==> src/rtl/iw_pkg.sv <==
package iw_pkg;
  localparam int OFF_W    = 4;
  localparam logic [OFF_W-1:0] PTR_OFF  = 4'hA;
  localparam logic [OFF_W-1:0] DATA_OFF = 4'hC;

  typedef enum logic [1:0] {
    SEL_NONE = 2'd0,
    SEL_PTR  = 2'd1,
    SEL_DATA = 2'd2
  } port_sel_e;

  function automatic port_sel_e decode_offset(input logic [OFF_W-1:0] off);
    if (off == PTR_OFF)       return SEL_PTR;
    else if (off == DATA_OFF) return SEL_DATA;
    else                      return SEL_NONE;
  endfunction
endpackage

==> src/rtl/iw_pointer.sv <==
module iw_pointer #(
  parameter int PTR_W = 16
) (
  input  logic             clk,
  input  logic             rst_n,
  input  logic             load,
  input  logic [PTR_W-1:0] load_val,
  input  logic             step,
  output logic [PTR_W-1:0] ptr_q
);
  localparam int WORD_W = PTR_W - 2;

  logic             flag;
  logic [WORD_W-1:0] word_nxt;

  assign flag     = ptr_q[PTR_W-1];
  assign word_nxt = ptr_q[PTR_W-2:1] + WORD_W'(1);

  always_ff @(posedge clk or negedge rst_n) begin
    if (!rst_n)            ptr_q <= '0;
    else if (load)         ptr_q <= load_val;
    else if (step && flag) ptr_q <= {flag, word_nxt, ptr_q[0]};
  end

  // sequential step adds one word
  a_r4_step_word: assert property (@(posedge clk) disable iff (!rst_n)
    (step && !load && flag) |=> (ptr_q[PTR_W-2:0] == $past(ptr_q[PTR_W-2:0]) + (PTR_W-1)'(2)));
  // pointer holds without the flag
  a_r5_hold: assert property (@(posedge clk) disable iff (!rst_n)
    (step && !load && !flag) |=> $stable(ptr_q));
  // step never alters flag
  a_r6_flag_kept: assert property (@(posedge clk) disable iff (!rst_n)
    (step && !load) |=> (ptr_q[PTR_W-1] == $past(ptr_q[PTR_W-1])));
endmodule

==> src/rtl/iw_regfile.sv <==
module iw_regfile #(
  parameter int DATA_W   = 16,
  parameter int NUM_REGS = 8,
  parameter int WADDR_W  = 14,
  parameter logic [WADDR_W-1:0] BASE_W = 14'h0080
) (
  input  logic               clk,
  input  logic               rst_n,
  input  logic [WADDR_W-1:0] waddr,
  input  logic               wr_en,
  input  logic [DATA_W-1:0]  wdata,
  output logic [DATA_W-1:0]  rdata,
  output logic               hit
);
  localparam int IDX_W = (NUM_REGS > 1) ? $clog2(NUM_REGS) : 1;

  logic [DATA_W-1:0]  mem [NUM_REGS];
  logic [WADDR_W-1:0] rel;
  logic [IDX_W-1:0]   idx;

  assign rel   = waddr - BASE_W;
  assign hit   = (waddr >= BASE_W) && (rel < WADDR_W'(NUM_REGS));
  assign idx   = rel[IDX_W-1:0];
  assign rdata = hit ? mem[idx] : '0;

  for (genvar g = 0; g < NUM_REGS; g++) begin : g_reg
    always_ff @(posedge clk or negedge rst_n) begin
      if (!rst_n)                                  mem[g] <= '0;
      else if (wr_en && hit && idx == IDX_W'(g))   mem[g] <= wdata;
    end
  end
endmodule

==> src/rtl/iw_rsp.sv <==
module iw_rsp #(
  parameter int DATA_W = 16
) (
  input  logic              clk,
  input  logic              rst_n,
  input  logic              accept,
  input  logic [DATA_W-1:0] load_data,
  input  logic              rsp_ready,
  output logic              rsp_valid,
  output logic [DATA_W-1:0] rsp_rdata,
  output logic              req_ready
);
  assign req_ready = !rsp_valid || rsp_ready;

  always_ff @(posedge clk or negedge rst_n) begin
    if (!rst_n) begin
      rsp_valid <= 1'b0;
      rsp_rdata <= '0;
    end else if (accept) begin
      rsp_valid <= 1'b1;
      rsp_rdata <= load_data;
    end else if (rsp_ready) begin
      rsp_valid <= 1'b0;
    end
  end

  // stalled response is frozen
  a_r10_hold_rsp: assert property (@(posedge clk) disable iff (!rst_n)
    (rsp_valid && !rsp_ready) |=> (rsp_valid && $stable(rsp_rdata)));
  // no acceptance while a response waits
  a_r10_no_accept: assert property (@(posedge clk) disable iff (!rst_n)
    (rsp_valid && !rsp_ready) |-> !accept);
  // one response per accepted request
  a_r9_rsp_next: assert property (@(posedge clk) disable iff (!rst_n)
    accept |=> rsp_valid);
endmodule

==> src/rtl/iw_window.sv <==
module iw_window #(
  parameter int DATA_W   = 16,
  parameter int OFF_W    = iw_pkg::OFF_W,
  parameter int NUM_REGS = 8,
  parameter logic [15:0] REG_BASE = 16'h0100
) (
  input  logic              clk,
  input  logic              rst_n,
  input  logic              req_valid,
  output logic              req_ready,
  input  logic              req_write,
  input  logic [OFF_W-1:0]  req_offset,
  input  logic [DATA_W-1:0] req_wdata,
  output logic              rsp_valid,
  input  logic              rsp_ready,
  output logic [DATA_W-1:0] rsp_rdata
);
  import iw_pkg::*;

  localparam int PTR_W   = DATA_W;
  localparam int WADDR_W = PTR_W - 2;
  localparam logic [WADDR_W-1:0] BASE_W = REG_BASE[PTR_W-2:1];

  logic              accept;
  port_sel_e         sel;
  logic [PTR_W-1:0]  ptr_q;
  logic [DATA_W-1:0] rf_rdata;
  logic              rf_hit;
  logic [DATA_W-1:0] rsp_next;
  logic              ptr_load, data_acc, data_wr;

  assign accept   = req_valid && req_ready;
  assign sel      = decode_offset(req_offset[3:0]);
  assign ptr_load = accept && req_write && (sel == SEL_PTR);
  assign data_acc = accept && (sel == SEL_DATA);
  assign data_wr  = data_acc && req_write;

  always_comb begin
    rsp_next = '0;
    if (!req_write) begin
      case (sel)
        SEL_PTR:  rsp_next = ptr_q;
        SEL_DATA: rsp_next = rf_rdata;
        default:  rsp_next = '0;
      endcase
    end
  end

  iw_pointer #(.PTR_W(PTR_W)) u_ptr (
    .clk(clk), .rst_n(rst_n), .load(ptr_load), .load_val(req_wdata),
    .step(data_acc), .ptr_q(ptr_q)
  );

  iw_regfile #(.DATA_W(DATA_W), .NUM_REGS(NUM_REGS), .WADDR_W(WADDR_W), .BASE_W(BASE_W)) u_rf (
    .clk(clk), .rst_n(rst_n), .waddr(ptr_q[PTR_W-2:1]), .wr_en(data_wr),
    .wdata(req_wdata), .rdata(rf_rdata), .hit(rf_hit)
  );

  iw_rsp #(.DATA_W(DATA_W)) u_rsp (
    .clk(clk), .rst_n(rst_n), .accept(accept), .load_data(rsp_next),
    .rsp_ready(rsp_ready), .rsp_valid(rsp_valid), .rsp_rdata(rsp_rdata),
    .req_ready(req_ready)
  );

  // unmapped data read returns zero
  a_r7_miss_zero: assert property (@(posedge clk) disable iff (!rst_n)
    (data_acc && !req_write && !rf_hit) |=> (rsp_rdata == '0));
  // inert offsets leave the pointer alone
  a_r8_inert_ptr: assert property (@(posedge clk) disable iff (!rst_n)
    (accept && sel == SEL_NONE) |=> $stable(ptr_q));
  // write responses carry zero
  a_r9_write_zero: assert property (@(posedge clk) disable iff (!rst_n)
    (accept && req_write) |=> (rsp_rdata == '0));
endmodule

==> config.mk <==
export PLATFORM = sky130hd
export DESIGN_NAME = iw_window
export DESIGN_NICKNAME = d
export VERILOG_FILES = /design/src/rtl/iw_pkg.sv /design/src/rtl/iw_pointer.sv /design/src/rtl/iw_regfile.sv /design/src/rtl/iw_rsp.sv /design/src/rtl/iw_window.sv
export SDC_FILE = /design/constraint.sdc
export NUM_CORES = 1
export LEC_CHECK = 0
export BUFFER_PORTS_ARGS = -buffer_cell sky130_fd_sc_hd__buf_2
export CAP_MARGIN = 20
export CORE_MARGIN = 5
export CORE_UTILIZATION = 40
export DETAILED_ROUTE_END_ITERATION = 7
export PLACE_DENSITY_LB_ADDON = 0.05
export SYNTH_ARGS = -nofsm -noshare
export SYNTH_HDL_FRONTEND = slang
export SYNTH_SLANG_ARGS = --single-unit
==> constraint.sdc <==
create_clock -name clk -period 5.45 [get_ports clk]
set_clock_uncertainty 0.1 [all_clocks]
set_input_delay 0 -clock clk [delete_from_list [all_inputs] [get_ports clk]]
set_output_delay 0 -clock clk [all_outputs]
set_load 0.02 [all_outputs]
Word level (Yosys, flattened, before mapping):

Cells that the tools add are included.

* register bits after elaboration: 161

* add/sub/neg operators: 2
* order comparisons: 3
* eq/ne operators: 11
* mux-type cells: 12
* bitwise gates (word level): 1
* reductions and logical operators: 21

Operators with widths (number)
* 16-bit 2-to-1 mux: 5
* 16-bit binary-select mux with 3-bit select: 1
* 16-bit case mux with 2 select lines: 1
* 1-bit logical AND: 16
* 15-bit 2-to-1 mux: 1
* 14-bit by 1-bit adder with 14-bit output, second input constant: 1
* 14-bit by 8-bit >= comparator with 1-bit output, second input constant: 1
* 14-bit by 4-bit less-than comparator with 1-bit output, second input constant: 1
* 14-bit by 8-bit subtractor with 14-bit output, second input constant: 1
* 3-bit equality test, second input constant: 4
* 4-bit equality test, second input constant: 2
* 3-bit by 2-bit equality test with 1-bit output, second input constant: 2
* 4-bit >= comparator, second input constant: 1
* 2-bit 2-to-1 mux: 2
* 3-bit NOT with 4-bit output: 1
* 2-bit nonzero test: 2
* 3-bit by 1-bit equality test with 1-bit output, second input constant: 1
* 3-bit zero test: 1
* 2-bit by 1-bit equality test with 1-bit output, second input constant: 1
* 2-bit equality test, second input constant: 1
* 1-bit 2-to-1 mux: 2
* 1-bit zero test: 1
* 1-bit logical OR: 1

Logic depth before layout (Yosys ltp):

Gate-level depths: netlist of the first run.

* depth after elaboration: 8
* gate-level depth with buffers: 8
* mapped depth without buffers: 7

Cells and area by module:

A second synthesis of the first run with hierarchy kept.

* cells, all modules: 552
* area total of the unflattened synthesis: 8090.3 um2

Modules (own cells, without submodules)
* iw_regfile: instances 1, cells each 366, area each 6030.8 um2
* iw_pointer: instances 1, cells each 87, area each 904.6 um2
* iw_rsp: instances 1, cells each 37, area each 683.2 um2
* iw_window: instances 1, cells each 62, area each 471.7 um2

Least setup slack after synthesis of the first run:

Ideal clock, no wire load.

* path type: register to register
* from: register u_ptr.ptr_q[2]
* to: register u_rf.mem[101] (netlist bit)
* arrival: 2.309 ns
* path slack: 2.916 ns
* stages on the path, launching flop included: 8
* buffers on the path: 2
* period minus slack after synthesis: 2.534 ns
* path through: dfrtp_1 > inv_2 > buf_1 > ha_1 > nand2_1 > nor4_4 > buf_8 > mux2_4

* cells in the longest elaborated chain, start to end: 5
* elaborated cells between the ends (all ways): 7
* those cells by class: add/sub: 1; order compare: 2; eq/ne: 1; reduce/logical: 3

RTL lines
* from (decl): line iw_pointer.sv:9 `output logic [PTR_W-1:0] ptr_q`
* from (signal assigned): line iw_pointer.sv:21 `else if (load) ptr_q <= load_val;`
* from (signal assigned): line iw_pointer.sv:22 `else if (step && flag) ptr_q <= {flag, word_nxt, ptr_q[0]};`
* 14-bit by 8-bit subtractor with 14-bit output: line iw_regfile.sv:21 `assign rel = waddr - BASE_W;`
* 14-bit by 4-bit less-than comparator with 1-bit output: line iw_regfile.sv:22 `assign hit = (waddr >= BASE_W) && (rel < WADDR_W'(NUM_REGS));`
* 1-bit logical AND: line iw_regfile.sv:22
* 1-bit logical AND: line iw_regfile.sv:29 `else if (wr_en && hit && idx == IDX_W'(g)) mem[g] <= wdata;`
* 1-bit logical AND (*): line iw_regfile.sv:29
* to (signal, indexed assignment): line iw_regfile.sv:29
* to (decl): line iw_regfile.sv:17 `logic [DATA_W-1:0] mem [NUM_REGS];`

Every way passes the cells marked *; elsewhere a longest branch is shown, timed or not.
A chain may end at the register's enable or synchronous reset.

Final worst setup path of the first run:

* from: register u_ptr.ptr_q[8]
* to: register u_rf.mem[0] (netlist bit)

* cells in the longest elaborated chain, start to end: 5
* elaborated cells between the ends (all ways): 6
* those cells by class: add/sub: 1; order compare: 2; reduce/logical: 3

RTL lines (line)
* 14-bit by 8-bit subtractor with 14-bit output: iw_regfile.sv:21
* 14-bit by 4-bit less-than comparator with 1-bit output: iw_regfile.sv:22
* 1-bit logical AND (*): iw_regfile.sv:22
* 1-bit logical AND (*) (2 in a row): iw_regfile.sv:29

Marked as above.

==> results of run 1 <==
## flip-flops by register name, summed over array words and instances, names as in the netlist
signal,cells
u_rsp.rsp_valid,1
u_rf.mem,128
u_ptr.ptr_q,16
u_rsp.rsp_rdata,16
## area by class of cell
| type | count | area, µm² | area share [%] |
|---|---|---|---|
| Clock buffer | 22 | 474.2 | 5.221 |
| Timing Repair Buffer | 73 | 509.2 | 5.607 |
| Inverter | 7 | 26.28 | 0.2893 |
| Clock inverter | 9 | 83.83 | 0.9230 |
| Multi-Input combinational cell | 320 | 3626 | 39.92 |
| Tap cell | 265 | 331.6 | 3.651 |
| Sequential cell | 161 | 4031 | 44.39 |
## Yosys cell counts, drive strengths merged
cell type | instances | area share (%)
dfrtp | 161 | 51
mux2 | 130 | 21
mux4 | 32 | 9.2
o21ai | 27 | 1.7
nand2 | 21 | 1.0
a22oi | 17 | 1.6
clkbuf | 17 | 0.83
mux2i | 16 | 2.0
buf | 14 | 1.6
ha | 8 | 1.3
nor4 | 8 | 1.8
nand3 | 7 | 0.60
inv | 6 | 0.29
nand4 | 6 | 0.67
nor2 | 6 | 0.29
o311ai | 6 | 0.67
xnor2 | 4 | 0.45
a21oi | 3 | 0.19
and3 | 3 | 0.24
a221o | 2 | 0.25
a41oi | 2 | 0.22
and3b | 2 | 0.22
and4 | 2 | 0.22
nand2b | 2 | 0.16
nor2b | 2 | 0.16
nor3 | 2 | 0.13
nor4b | 2 | 0.41
o211ai | 2 | 0.19
a31oi | 1 | 0.080
and2 | 1 | 0.080
and2b | 1 | 0.095
and4b | 1 | 0.13
clkinv | 1 | 0.048
nand3b | 1 | 0.095
nor3b | 1 | 0.16
o31ai | 1 | 0.16
or3 | 1 | 0.080
## through the flow
| step | setup slack [ps] | utilization, % | power (µW) | hold WS, ps |
|---|---|---|---|---|
| 3_5_place_dp | 2273 | 42.82 | 1579 | 16.75 |
| 2_1_floorplan | 2916 | - | 1462 | -395.6 |
| 4_1_cts | 2251 | 46.68 | 2733 | 10.54 |
| 6_report | 2278 | 46.82 | 2697 | 108.8 |
| 3_3_place_gp | 2376 | 42.82 | 1576 | 11.86 |
| 5_1_grt | 2067 | 46.82 | 2812 | 134.8 |
## metal layers
metal	vias to the layer above	share of wire [%]
li1	2088	-
met1	2458	48
met4	0	1.3
met2	92	47
met3	15	4.1
met5	-	0
## worst paths after layout
check | from | end | cells after the start
setup / recovery | u_ptr.ptr_q[8] | u_rf.mem[0] | 7
hold / removal | rst_n | u_rf.mem[124] | 2
setup reg to reg | u_ptr.ptr_q[8] | u_rf.mem[0] | 7
hold reg to reg | u_rf.mem[52] | u_rf.mem[52] | 1
max in group asynchronous | rst_n | u_rf.mem[9] | 4
min in group clk | req_offset[2] | u_rsp.rsp_rdata[1] | 5
## cell families (layout without fill, tap and decap cells)
kind of cell | Yosys count | in the layout | synth area share [%]
XOR/XNOR | 4 | 4 | 0.4452
flip-flops | 161 | 161 | 51.21
AO/OA/AOI/OAI | 61 | 61 | 5.105
AND/OR/NAND/NOR | 69 | 69 | 6.521
multiplexers | 178 | 178 | 32.67
buffers and inverters | 38 | 111 | 2.783
adder cells (fa/ha/maj) | 8 | 8 | 1.272
## power groups by stage
stage	clock (µW)	sequential, µW	combinational, µW
after floorplan	0	1270	197
after global placement	0	1300	273
after detailed placement	0	1300	274
after CTS	1160	1280	286
after global routing	1220	1290	308
final	1130	1280	281
## critical path: cells and delay by family, from the launching register on
family                     cells  cell delay, ps
buffers and inverters          1             110
adders and majority gates      1             290
DFF                            1             530
muxes                          1             570
and+or+nand+nor                4            1450
==> run summary, run 1 <==
clk slew on worst S/H paths - 60 ps
Max Slew Vio Count - 0
Placer Congestion - 0.7816
Slew HR - 32.87%
total CTS buffers - 17
fraction of layout cells with a size suffix above 1 - 43.92%
Yosys warnings - 0
syn_nets - 552
Peak VDD IR - 199.5 µV
combinational share of power - 10.4%
dpl hpwl - 12.03 mm
met2 global-route usage - 27.82%
Initial Utilization - 40.56%
DR vias - 4653
crit-path cells - inv_1 > ha_1 > nor3b_2 > nand4_1 > nor3_1 > nand3_1 > mux2_2
crit path capture type - flop
most common cell after layout, fill and taps aside - dfrtp_1
RSZ-0062 raised after global routing - false
Int Power - 1989 µW
met3 Use GR - 3.612%
Least-Margin Pin Slew - 1004 ps
fin cells - 857
first-pass GRT wire length - 30.31 mm
H-tree depth - 4
chip height - 150.2 µm
Post-CTS Setup Bufs - 0
antenna-violating nets left - 0
min Tclk post-route - 3172 ps
I/O pin count - 43
CP Max Fanout - 16
IO Port Bufs - 42
DRC violations left - 0
status - completed
GRT Total Usage - 18.24%
vias in the first global route - 4952
max_cap viols - 0
Resized cells post-CTS - 0
fill count - 1745
Post-Route Setup TNS - 0 ps
Syn Area/Cell - 15.16 µm²
CP Data Required Time - 5650 ps
routed len/inst - 22.49 µm
commonest cells after routing, fill and taps aside - dfrtp_1 (159), mux2_2 (70), mux2_4 (60)
Iteration-0 DRC Markers - 202
Post-Place Cell Area - 8307 µm²
post-synthesis cell area - 7868 µm²
hold-fix buffer count after cts - 19
Yosys cell types - 46
CP arrival - 3370 ps
largest net degree at the start of global routing - 83
Clock power frac - 42.1%
via/cell ratio - 5.429
Hold/Removal Path Class - in2async
sw frac - 26.23%
Worst-Skew Late Latency - 430 ps
crit path kind - reg2reg
sequential share of the synthesized area - 51.21%
GRT Residual Overflow - 0
switching power - 707.3 µW
Fmax - 315.3 MHz
die width - 150.2 µm
Gate Count Post-Synth - 519
Final Net Count - 613
CTS root buffer - clkbuf_16
global route hottest layer - met2
CTS sink count - 161
synthesis-to-layout area growth - 15.44%
Flop pwr share - 47.5%
M1 GR Usage - 26.54%
CTS tree - yes
Std-Cell Rows - 51
cell area after layout - 9082 µm²
setup slack, reg-to-reg - 2280 ps
Slowest Stage Delay on Critical Path - 770 ps
drt first pass iters - 4
n_diodes - 0
final WL - 19.28 mm
final worst-path cycle share - 58.20%
Final Setup Violations - 0
synthesis-stage register bit count - 161
CP Launch Type - flop
P_leak - 0.004229 µW
Placed Cells incl. Taps - 805
Longest Clk Path Bufs - 2
crit path max-delay cell type - nand3_1
Hold Vio Cnt, Final - 0
power per cell area - 296.9 nW/µm²
Core Region - 19400 µm²
initial antenna violation count - 0
Die Area - 22570 µm²
Note: power is estimated with default switching activity, not from simulation.
==> run 2: changes to the inputs <==
==> constraint.sdc (replaced) <==
create_clock -name clk -period 2.66 [get_ports clk]
set_clock_uncertainty 0.1 [all_clocks]
set_input_delay 0 -clock clk [delete_from_list [all_inputs] [get_ports clk]]
set_output_delay 0 -clock clk [all_outputs]
set_load 0.02 [all_outputs]
==> run 2 against run 1 <==
Net effect:
- register-to-register slack worse by 2100 ps
- sequential power is 100% higher
- via count rose by 2.1%
- flip-flop and latch count stayed put
- critical path depth unchanged
- sequential share of layout area is 1.0 points lower
- core utilization rose by 1.1 points
- routed wire length is 1.2% higher
- count of clock-buffer cells in the layout unchanged
- first-iteration DRC count is 3.0% higher
- clock power grew 110%
- total power grew 110%
- largest power group unchanged
==> run summary, run 2 (synthesis gave the netlist of run 1 again) <==
setup slack, reg-to-reg - 170 ps (was 2280 ps)
largest net degree at the start of global routing - 66 (was 83)
Post-CTS Setup Bufs - 0 (unchanged)
IO Port Bufs - 42 (unchanged)
RSZ-0062 raised after global routing - false (unchanged)
CTS root buffer - clkbuf_16 (unchanged)
Least-Margin Pin Slew - 644.2 ps (was 1004 ps)
vias in the first global route - 5234 (was 4952)
clk slew on worst S/H paths - 60 ps (about the same)
Iteration-0 DRC Markers - 208 (was 202)
Final Net Count - 636 (was 613)
DR vias - 4749 (was 4653)
RR Startpoint - u_ptr.ptr_q[8] (unchanged)
drt first pass iters - 4 (unchanged)
area of the multi-input gates - 3631 µm² (was 3626 µm²)
Peak VDD IR - 390.8 µV (was 199.5 µV)
crit path capture type - flop (unchanged)
max FFs per register - 128 (unchanged)
fraction of layout cells with a size suffix above 1 - 46.18% (was 43.92%)
total CTS buffers - 17 (unchanged)
CTS tree - yes (unchanged)
GRT Total Usage - 18.67% (was 18.24%)
Reg-to-Reg End - u_rf.mem[25] (was u_rf.mem[0])
Total Power - 5642 µW (was 2697 µW)
dpl hpwl - 13.22 mm (was 12.03 mm)
Core Region - 19400 µm² (unchanged)
commonest cells after routing, fill and taps aside - dfrtp_1 (158), mux2_2 (70), mux2_4 (60) (was dfrtp_1 (159), mux2_2 (70), mux2_4 (60))
H-tree depth - 4 (unchanged)
Die Area - 22570 µm² (unchanged)
final worst-path cycle share - 93.56% (was 58.20%)
Largest Register - u_rf.mem (unchanged)
CTS sink count - 161 (unchanged)
final WL - 19.50 mm (was 19.28 mm)
Slew HR - 57.05% (was 32.87%)
die width - 150.2 µm (unchanged)
CP Launch Type - flop (unchanged)
synthesis-to-layout area growth - 18.24% (was 15.44%)
Initial Utilization - 40.56% (unchanged)
Std-Cell Rows - 51 (unchanged)
chip height - 150.2 µm (unchanged)
fill count - 1742 (was 1745)
first-pass GRT wire length - 31.62 mm (was 30.31 mm)
min Tclk post-route - 2489 ps (was 3172 ps)
CP Data Required Time - 2860 ps (was 5650 ps)
P_leak - 0.004358 µW (was 0.004229 µW)
n_diodes - 0 (unchanged)
GRT Residual Overflow - 0 (unchanged)
worst reg2reg path depth - 7 (unchanged)
Worst-Skew Late Latency - 420 ps (was 430 ps)
Hold/Removal Path Class - in2async (unchanged)
most common cell after layout, fill and taps aside - dfrtp_1 (unchanged)
Register Area - 4033 µm² (was 4031 µm²)
Placer Congestion - 0.7755 (was 0.7816)
antenna-violating nets left - 0 (unchanged)
power per cell area - 606.5 nW/µm² (was 296.9 nW/µm²)
Post-Place Cell Area - 8519 µm² (was 8307 µm²)
Fmax - 401.8 MHz (was 315.3 MHz)
status - completed (unchanged)
Hold Vio Cnt, Final - 0 (unchanged)
Util after Layout - 47.96% (was 46.82%)
cell area after layout - 9303 µm² (was 9082 µm²)
worst hold margin - 38.09 ps (was 108.8 ps)
Longest Clk Path Bufs - 2 (unchanged)
Max Slew Vio Count - 0 (unchanged)
max_cap viols - 0 (unchanged)
CP arrival - 2690 ps (was 3370 ps)
initial antenna violation count - 0 (unchanged)
I/O pin count - 43 (unchanged)
via/cell ratio - 5.397 (was 5.429)
CP Max Fanout - 10 (was 16)
routed len/inst - 22.16 µm (was 22.49 µm)
top flop regs - u_rf.mem: 128 flops, u_ptr.ptr_q: 16 flops, u_rsp.rsp_rdata: 16 flops (unchanged)
crit path kind - reg2reg (unchanged)
Final Setup Violations - 0 (unchanged)
DRC violations left - 0 (unchanged)
## run 2: final cells by class
cell class / instances / share of cell area (%)
multi-input combinational: 320 / 39.03
timing repair buffer: 96 / 7.626
tap: 265 / 3.564
inverter: 7 / 0.2824
clock inverter: 9 / 1.157
sequential: 161 / 43.35
clock buffer: 22 / 4.990
## run 2: how the worst max path moves through the flow
stage                         startpoint             to  slack [ps]  depth (start not counted)
final                     u_ptr.ptr_q[8]   u_rf.mem[25]         170                          7
after global routing      u_ptr.ptr_q[9]   u_rf.mem[21]        0.06                          7
after CTS                 u_ptr.ptr_q[8]  u_rf.mem[114]          10                          7
after detailed placement  u_ptr.ptr_q[8]   u_rf.mem[75]          -5                          8
after global placement    u_ptr.ptr_q[8]   u_rf.mem[72]          90                          8
after floorplan           u_ptr.ptr_q[2]  u_rf.mem[101]         130                          7
## run 2: critical path, cell delays in order (launching register included)
cell     delay (ps)
dfrtp_2         470
inv_1            90
ha_1            270
nor3b_2         260
nand3_4         240
nor4_4          290
buf_4           310
mux2_4          330
## run 2: what timing repair did
action,4_1_cts,5_1_grt
resized for setup,1,5
pin swaps,0,0
endpoints found under the hold margin,236,0
setup endpoints to repair,20,110
hold buffers,19,0
## run 2: through the flow
step / setup slack, ps / TNS, ps / cells
2_1_floorplan: 126.2 / 0 / 519
3_3_place_gp: 91.58 / 0 / 830
3_5_place_dp: -5.202 / -5.202 / 830
4_1_cts: 12.74 / 0 / 880
5_1_grt: 0.05729 / 0 / 880
6_report: 171.4 / 0 / 880
## run 2: power by group
part | switching (µW) | total, µW | internal (µW)
logic | 378 | 635 | 257
registers | 106 | 2600 | 2500
clock network | 977 | 2400 | 1430
total | 1460 | 5640 | 4180
## run 2: metal layers
| metal | up-vias | global-route usage [%] | wire length (µm) |
|---|---|---|---|
| li1 | 2127 | - | - |
| met1 | 2534 | 27.64 | 9558 |
| met2 | 78 | 28.18 | 8932 |
| met3 | 10 | 4.606 | 849 |
| met4 | 0 | 3.568 | 159 |
| met5 | - | 0 | 0 |
